`src/rtl/ucseq_pkg.sv`:
```
package ucseq_pkg;

  typedef enum logic [1:0] {
    NX_SEQ   = 2'b00,
    NX_DISP  = 2'b01,
    NX_FETCH = 2'b10,
    NX_RSVD  = 2'b11
  } nxt_e;

  typedef struct packed {
    logic       pc_write;
    logic       ir_load;
    logic       reg_write;
    logic [1:0] reg_src;
    logic [1:0] alu_op;
    logic       alu_src;
    logic       mem_addr_sel;
    logic       mem_write;
    nxt_e       nxt;
  } uinst_t;

  localparam int UI_W = $bits(uinst_t);

  // Power-up microprogram, one word per micro-address
  function automatic uinst_t boot_uinst(int a);
    uinst_t u;
    u = '0;
    u.nxt = NX_SEQ;
    case (a)
      0:  begin u.pc_write = 1'b1; u.ir_load = 1'b1; end
      1:  u.nxt = NX_DISP;
      2:  ;
      3:  begin u.reg_write = 1'b1; u.nxt = NX_FETCH; end
      4:  u.alu_op = 2'b01;
      5:  begin u.reg_write = 1'b1; u.nxt = NX_FETCH; end
      6:  u.alu_src = 1'b1;
      7:  u.mem_addr_sel = 1'b1;
      8:  begin u.reg_write = 1'b1; u.reg_src = 2'b01; u.nxt = NX_FETCH; end
      9:  u.alu_src = 1'b1;
      10: begin u.mem_write = 1'b1; u.mem_addr_sel = 1'b1; u.nxt = NX_FETCH; end
      11: begin u.alu_op = 2'b01; u.pc_write = 1'b1; u.nxt = NX_FETCH; end
      12: begin u.alu_op = 2'b10; u.pc_write = 1'b1; u.nxt = NX_FETCH; end
      default: ;
    endcase
    return u;
  endfunction

  // Power-up dispatch start address per opcode, -1 when unmapped
  function automatic int boot_target(int op);
    case (op)
      0: return 2;
      1: return 4;
      2: return 6;
      3: return 9;
      4: return 11;
      5: return 12;
      default: return -1;
    endcase
  endfunction

endpackage

```
`src/rtl/ucseq_store.sv`:
```
module ucseq_store
  import ucseq_pkg::*;
#(
  parameter int UA_W = 5
) (
  input  logic            clk,
  input  logic            clr,
  input  logic            we,
  input  logic [UA_W-1:0] waddr,
  input  uinst_t          wdata,
  input  logic [UA_W-1:0] raddr,
  output uinst_t          rdata
);
  localparam int DEPTH = 1 << UA_W;

  uinst_t mem [DEPTH];

  initial begin
    for (int i = 0; i < DEPTH; i++) mem[i] = boot_uinst(i);
  end

  always_ff @(posedge clk) begin
    if (we) mem[waddr] <= wdata;
  end

  // synchronous read with output register reset, block RAM style
  always_ff @(posedge clk) begin
    if (clr) rdata <= '0;
    else     rdata <= mem[raddr];
  end
endmodule

```
`src/rtl/ucseq_dispatch.sv`:
```
module ucseq_dispatch
  import ucseq_pkg::*;
#(
  parameter int OPC_W = 4,
  parameter int UA_W  = 5
) (
  input  logic             clk,
  input  logic             we,
  input  logic [OPC_W-1:0] waddr,
  input  logic [UA_W:0]    wdata,
  input  logic [OPC_W-1:0] opcode,
  output logic             hit,
  output logic [UA_W-1:0]  target
);
  localparam int NOPC = 1 << OPC_W;

  logic [UA_W:0] tbl [NOPC];

  initial begin
    for (int i = 0; i < NOPC; i++) begin
      if (boot_target(i) < 0) tbl[i] = '0;
      else                    tbl[i] = {1'b1, UA_W'(boot_target(i))};
    end
  end

  always_ff @(posedge clk) begin
    if (we) tbl[waddr] <= wdata;
  end

  assign hit    = tbl[opcode][UA_W];
  assign target = tbl[opcode][UA_W-1:0];
endmodule

```
`src/rtl/ucseq_next.sv`:
```
module ucseq_next
  import ucseq_pkg::*;
#(
  parameter int UA_W = 5
) (
  input  logic            run,
  input  logic [1:0]      nxt,
  input  logic [UA_W-1:0] upc,
  input  logic            hit,
  input  logic [UA_W-1:0] target,
  output logic [UA_W-1:0] nxt_upc,
  output logic            bad_op
);
  always_comb begin
    nxt_upc = '0;
    bad_op  = 1'b0;
    if (run) begin
      case (nxt)
        NX_SEQ:  nxt_upc = upc + UA_W'(1);
        NX_DISP: begin
          nxt_upc = hit ? target : '0;
          bad_op  = !hit;
        end
        default: nxt_upc = '0;
      endcase
    end
  end
endmodule

```
`src/rtl/ucseq_top.sv`:
```
module ucseq_top
  import ucseq_pkg::*;
#(
  parameter int OPC_W = 4,
  parameter int UA_W  = 5
) (
  input  logic             clk,
  input  logic             rst,
  input  logic             halt,
  input  logic [OPC_W-1:0] opcode,
  input  logic             wr_en,
  input  logic [UA_W:0]    wr_addr,
  input  logic [UI_W-1:0]  wr_data,
  output logic [UA_W-1:0]  upc,
  output logic             mem_write,
  output logic             mem_addr_sel,
  output logic             alu_src,
  output logic [1:0]       alu_op,
  output logic [1:0]       reg_src,
  output logic             reg_write,
  output logic             ir_load,
  output logic             pc_write,
  output logic             illegal
);
  logic            stop;
  logic            run_q;
  logic [UA_W-1:0] upc_q;
  logic            illegal_q;
  uinst_t          ui_q;
  logic [1:0]      cur_nxt;
  logic            hit;
  logic [UA_W-1:0] target;
  logic [UA_W-1:0] nxt_upc;
  logic            bad_op;
  logic            wr_ok;

  assign stop    = rst | halt;
  assign wr_ok   = wr_en & halt & !rst;
  assign cur_nxt = ui_q.nxt;

  ucseq_store #(.UA_W(UA_W)) u_store (
    .clk   (clk),
    .clr   (stop),
    .we    (wr_ok & !wr_addr[UA_W]),
    .waddr (wr_addr[UA_W-1:0]),
    .wdata (uinst_t'(wr_data)),
    .raddr (nxt_upc),
    .rdata (ui_q)
  );

  ucseq_dispatch #(.OPC_W(OPC_W), .UA_W(UA_W)) u_disp (
    .clk    (clk),
    .we     (wr_ok & wr_addr[UA_W]),
    .waddr  (wr_addr[OPC_W-1:0]),
    .wdata  (wr_data[UA_W:0]),
    .opcode (opcode),
    .hit    (hit),
    .target (target)
  );

  ucseq_next #(.UA_W(UA_W)) u_next (
    .run     (run_q),
    .nxt     (cur_nxt),
    .upc     (upc_q),
    .hit     (hit),
    .target  (target),
    .nxt_upc (nxt_upc),
    .bad_op  (bad_op)
  );

  always_ff @(posedge clk) begin
    if (stop) begin
      run_q     <= 1'b0;
      upc_q     <= '0;
      illegal_q <= 1'b0;
    end else begin
      run_q     <= 1'b1;
      upc_q     <= nxt_upc;
      illegal_q <= bad_op;
    end
  end

  assign upc          = upc_q;
  assign illegal      = illegal_q;
  assign mem_write    = ui_q.mem_write;
  assign mem_addr_sel = ui_q.mem_addr_sel;
  assign alu_src      = ui_q.alu_src;
  assign alu_op       = ui_q.alu_op;
  assign reg_src      = ui_q.reg_src;
  assign reg_write    = ui_q.reg_write;
  assign ir_load      = ui_q.ir_load;
  assign pc_write     = ui_q.pc_write;
endmodule

```
`config.mk`:
```
export PLATFORM = sky130hd
export DESIGN_NAME = ucseq_top
export DESIGN_NICKNAME = d
export VERILOG_FILES = /design/src/rtl/ucseq_pkg.sv /design/src/rtl/ucseq_store.sv /design/src/rtl/ucseq_dispatch.sv /design/src/rtl/ucseq_next.sv /design/src/rtl/ucseq_top.sv
export SDC_FILE = /design/constraint.sdc
export NUM_CORES = 1
export LEC_CHECK = 0
export BUFFER_PORTS_ARGS = -buffer_cell sky130_fd_sc_hd__buf_4
export CAP_MARGIN = 20
export CORE_AREA = 2 2 195 197
export CTS_BUF_LIST = sky130_fd_sc_hd__clkbuf_4 sky130_fd_sc_hd__clkbuf_8 sky130_fd_sc_hd__clkbuf_16
export DETAILED_ROUTE_END_ITERATION = 8
export DIE_AREA = 0 0 197 199
export PLACE_DENSITY_LB_ADDON = 0.2
export RECOVER_POWER = 50
export REMOVE_ABC_BUFFERS = 1
export SLEW_MARGIN = 20
export SYNTH_ARGS = -nofsm -noshare
export SYNTH_HDL_FRONTEND = slang
export SYNTH_SLANG_ARGS = --single-unit
```
`constraint.sdc`:
```
create_clock -name clk -period 8.09 [get_ports clk]
set_input_delay 1.618 -clock clk [delete_from_list [all_inputs] [get_ports clk]]
set_output_delay 1.618 -clock clk [all_outputs]
set_load 0.02 [all_outputs]
```
After elaboration in Yosys (flattened, before gate mapping)
Memory sizes are Yosys's and may differ from the RTL's. A register that Yosys moved wholly into a read port is not among the register bits.
Index checks and enable logic that the tools add are counted.
Storage, ports and cells
  input port bits: 26
  word-level logic and storage cells: 27
  output and inout bits: 16
  memory bits (writable): 480
  memories kept: 2
  register bits after elaboration: 7
Operators by class
  bitwise logic cells: 7
  eq/ne operators: 1
  add/sub/neg operators: 1
  reduce and logical (&&, ||, !) cells: 5
  mux-type cells: 8
Memories
  u_store.mem: depth 32, bits a word 12, rd ports 1, clocked after memory_dff 1, write ports 1, RTL line ucseq_store.sv:16  | uinst_t mem [DEPTH];
  u_disp.tbl: depth 16, bits a word 6, rd ports 1, clocked after memory_dff 0, write ports 1, RTL line ucseq_dispatch.sv:17  | logic [UA_W:0] tbl [NOPC];
Operators by type and width (count)
  $mux W5: 2
  $pmux W5 S2: 1
  $add A5 B1 Y5 const B: 1
  $mux W1: 5
  $and A1 B1 Y1: 4
  $logic_not A1 Y1: 3
  $reduce_or A3 Y1: 1
  $eq A2 B1 Y1 const B: 1
  $logic_not A2 Y1: 1
  $not A1 Y1: 2
  $or A1 B1 Y1: 1

Longest topological paths before layout
  depth in word-level cells: 5
  gate-level depth with buffers: 14
  mapped depth without buffers: 9

Hierarchy
From an unflattened synthesis, not the netlist that was laid out.
Second synthesis, totals
  cells, all modules: 898
  area total of the unflattened synthesis: 19383.6 µm²
By module, submodules not included
  ucseq_store: instances 1, seq. area each 11771.3 µm², cells an instance 683, area an instance 15210.8 µm²
  ucseq_dispatch: instances 1, seq. area each 2882.8 µm², cells an instance 172, area an instance 3774.9 µm²
  ucseq_top: instances 1, seq. area each 140.1 µm², cells an instance 19, area an instance 245.2 µm²
  ucseq_next: instances 1, seq. area each 0.0 µm², cells an instance 24, area an instance 152.6 µm²

Worst setup path after synthesis
OpenSTA, ideal clock, no wires.
  kind: in2reg
  start point: input port opcode[0]
  end point: register u_store.rdata[1] (netlist name)
  buffers on the path: 3
  library setup time: 134 ps
  arrival: 4629 ps
  setup slack: 3327 ps
  required time: 7956 ps
  stages on the path: 12
  path through: buf_6 buf_4 mux4_2 a22oi_1 nand3_1 a21boi_2 nor2_1 clkbuf_1 mux2i_1 o22ai_1 a32oi_1 or4b_1
On the way
  longest elaborated chain between the ends: 4
RTL lines
  start, declared: RTL line ucseq_top.sv:10  | input logic [OPC_W-1:0] opcode,
  $mem_v2 Z16 W6
  $mux W5: RTL line ucseq_next.sv:21  | nxt_upc = hit ? target : '0;
  $pmux W5 S2: RTL line ucseq_next.sv:18  | case (nxt)
  $mux W5: RTL line ucseq_next.sv:17  | if (run) begin
No other way between the ends.
A chain may end at the register's enable or synchronous reset.

Worst setup path in the final report
  start point: input port opcode[0]
  end point: register u_store.rdata[4] (netlist name)
On the way
  longest elaborated chain between the ends: 4
RTL lines (RTL line)
  $mem_v2 Z16 W6
  $mux W5: ucseq_next.sv:21
  $pmux W5 S2: ucseq_next.sv:18
  $mux W5: ucseq_next.sv:17
No other way between the ends.

==> results.ini <==
[outcome]
status=finished, violations left
violations=max-capacitance violations, max-slew violations

[clocking]
clkLatencyLatePin_ps=590
clk_path_buf_depth=3
root_buffer=clkbuf_16
cts_setup_buffers=0
path_clk_slew_ps=60
htreeDepth=2
numCtsBuffers=50
cts.hold.buffers_added=0
cts_resized=0
cts_tree=yes
cts.sinks=499

[global_routing]
grt_pass1_vias=11892
grt_max_degree=49
grt_use_total_pct=28.21
antenna_found_initial=1
grt_overflow=0
grt_first_pass_wirelength_mm=79.12

[synth]
syn_inst=1309
synthMuxAreaShare_pct=5.942
ys_ff_latch=499
synth-warning-count=0
syn_avg_cell_area_sq_um=15.38
synth_xor_area_share_pct=0.1305
synth_cell_types=59
synth_flop_cell=edfxtp_1
async_flop_share_pct=0
synth_seq_area_share_pct=73.50
synth_edf_count=480
synth-compound-area-share_pct=11.04
yosys.area_share.simple_pct=7.117
synthAdderAreaFrac_pct=0.06216
syn_area_sq_um=20130
synth_top_family_by_area=compound AO/OA/AOI/OAI gates

[power_and_ir_drop]
irDropWorstVdd_uv=192.2
power_density_nw_per_um2=236.2
p_leak_nw=7.194

[floorplanning]
die_area_sq_um=39200
start_util_pct=54.21
num_rows=71
ios=42
dieHeight_microns=199
die_w_microns=197
coreArea_sq_um=37130

[finish]
final_cell_mix=edfxtp_1, nand2_1, mux2i_1, o211ai_1, clkbuf_16
diodes=0
final_cells=1862
fill_cells=2750
drive_gt1_share_pct=13.76
final_common_cell=edfxtp_1
fin_nets=1375
syn2layout_area_growth_pct=12.05

[setup_path]
rr_worst_depth=11
cp_max_fo=40
critical_path_class=in2reg
max_stage_delay_ps=920
crit_arrival_ps=6270
cpLargestDelayFamily=compound AO/OA/AOI/OAI gates
r2r-end=u_store.rdata[4]$_SDFF_PN0_
cp-startpoint=opcode[0]
crit_path_cell_trace=buf_4, mux2i_1, mux4_2, or3_1, a21boi_4, buf_4, o21ai_4, buf_12, nand2_1, a31o_1, o221ai_1, or4b_1
endpoint_kind=flip-flop
r2r_slack_ps=3510
regToRegStartpoint=u_disp.tbl[3][5]$_DFFE_PP_
cp_slowest_cell=a21boi_4
critPathBufInv=3
cp-endpoint=u_store.rdata[4]$_SDFF_PN0_
cp-start-kind=input port
cp_data_required_time_ps=8550
path_depth=12
cp_common_cell=buf_4

[routing]
drt_iter0_markers=1471
avgRoutedWirePerCell_microns=29.18
drt-total-wl_mm=54.34
dr_wl_met3_mm=5.194
routedLengthMet1_mm=21.26
viasPerCell=6.606
ant_nets=0
first_pass_iters=6
top_layer=met4
vias=12301
met2_length_mm=25.81
drc=0

[sta]
post-route-min-period_ps=5812
fin_crit_sh_pct=71.84
setup_tns_ps=0
relSlewSlack_pct=-73.39
rsz0062_at_grt=no
hold_viol=0
final_max_slew_viol_count=492
worst_pin_slew_ps=2601
fmax_mhz=172.1
skew_ps=18.76
whs_ps=765.3
setup_viol=0

[placed_design]
dpl.hpwl_mm=33.87
gp_congestion=0.8971
place_inst=1769
io_buffers=41

[flow_run]
cap_violations=12

[worst_hold_path]
hold_class=reg2reg

## kinds of logic (layout without fill, tap and decap cells)
group                    Yosys count  after routing
AO/OA/AOI/OAI                    314            314
XOR/XNOR                           3              3
multiplexers                      88             88
AND/OR/NAND/NOR                  293            293
flip-flops                       499            499
adder cells (fa/ha/maj)            1              1
buffers and inverters            111            190
## routing by layer
| metal | GRT usage, % | up-vias |
|---|---|---|
| li1 | - | 5321 |
| met1 | 38.42 | 6194 |
| met2 | 45.22 | 658 |
| met3 | 5.917 | 128 |
| met4 | 10.64 | 0 |
| met5 | 0 | - |
## synthesized netlist by cell type (all sizes together) (2+ instances only)
cell / number / area [sq um]
a21o: 5 / 45.04
a22oi: 16 / 120.1
edfxtp: 480 / 14410
or4b: 10 / 100.1
o21ai: 53 / 265.3
o22ai: 10 / 62.56
nand3b: 11 / 82.58
o311ai: 2 / 17.52
o22a: 2 / 17.52
a221oi: 21 / 190.2
dfxtp: 19 / 380.4
a211oi: 23 / 172.7
o31ai: 4 / 30.03
xor2: 2 / 17.52
a32oi: 14 / 122.6
a31oi: 11 / 68.82
or3: 8 / 50.05
o221ai: 11 / 96.34
nor3: 16 / 80.08
inv: 27 / 101.4
nor4b: 2 / 30.03
a311oi: 20 / 175.2
nand3: 42 / 210.2
nor2b: 7 / 43.79
nand2: 103 / 386.6
and3: 23 / 143.9
a31o: 10 / 87.58
clkbuf: 66 / 247.7
o211ai: 53 / 397.9
mux4: 25 / 563.0
a21oi: 49 / 245.2
buf: 18 / 96.34
mux2: 2 / 22.52
nor4: 2 / 12.51
nand2b: 8 / 50.05
o31a: 2 / 17.52
nor2: 57 / 214.0
mux2i: 61 / 610.6
## worst reg2reg max path: cells and delay by family, from the launching register on
kind / cells / cell delay, ps
AOI/OAI and AO/OA: 4 / 1540
buffers and inverters: 2 / 770
DFF: 1 / 350
muxes: 2 / 590
and+or+nand+nor: 3 / 1210
## how the worst min path moves through the flow
stage | startpoint | cells past startpoint | slack (ps) | endpoint
after detailed placement | u_store.rdata[0]$_SDFF_PN0_ | 2 | 740 | illegal$_SDFF_PP0_
after CTS | u_store.rdata[0]$_SDFF_PN0_ | 2 | 760 | illegal$_SDFF_PP0_
after global placement | u_store.rdata[0]$_SDFF_PN0_ | 2 | 750 | illegal$_SDFF_PP0_
after floorplan | u_store.rdata[0]$_SDFF_PN0_ | 2 | 530 | illegal$_SDFF_PP0_
final | u_store.rdata[0]$_SDFF_PN0_ | 2 | 770 | illegal$_SDFF_PP0_
after global routing | u_store.rdata[0]$_SDFF_PN0_ | 2 | 790 | illegal$_SDFF_PP0_
## state kept, by name (all words and copies together), names as in the netlist
register	flops
u_store.rdata	12
u_store.mem	384
illegal	1
run_q	1
u_disp.tbl	96
upc	5
## through the flow
step	worst slack, ps	util (%)	total power, mW	area [sq um]
5_1_grt	2160	60.74	5.456	22560
4_1_cts	2377	60.87	5.344	22600
6_report	2278	60.74	5.327	22560
3_3_place_gp	1838	56.55	3.154	21000
2_1_floorplan	1053	-	3.027	19790
3_5_place_dp	1751	56.66	3.160	21040
## where the power goes
| part | internal, mW | switching (mW) | total, mW | leakage, nW |
|---|---|---|---|---|
| registers | 2.84 | 0.00542 | 2.85 | 4.47 |
| clock network | 1.26 | 0.955 | 2.22 | 0.787 |
| logic | 0.0710 | 0.190 | 0.261 | 1.94 |
| total | 4.18 | 1.15 | 5.33 | 7.19 |
## final cells by class
class	instances	area [sq um]	area share [%]
Sequential cell	499	14790	65.59
Clock buffer	66	1378	6.107
Inverter	27	101.3	0.4493
Multi-Input combinational cell	699	5039	22.34
Timing Repair Buffer	71	464.2	2.058
Clock inverter	26	186.4	0.8265
Tap cell	474	593.1	2.629
Note: power is estimated with default switching activity, not from simulation.
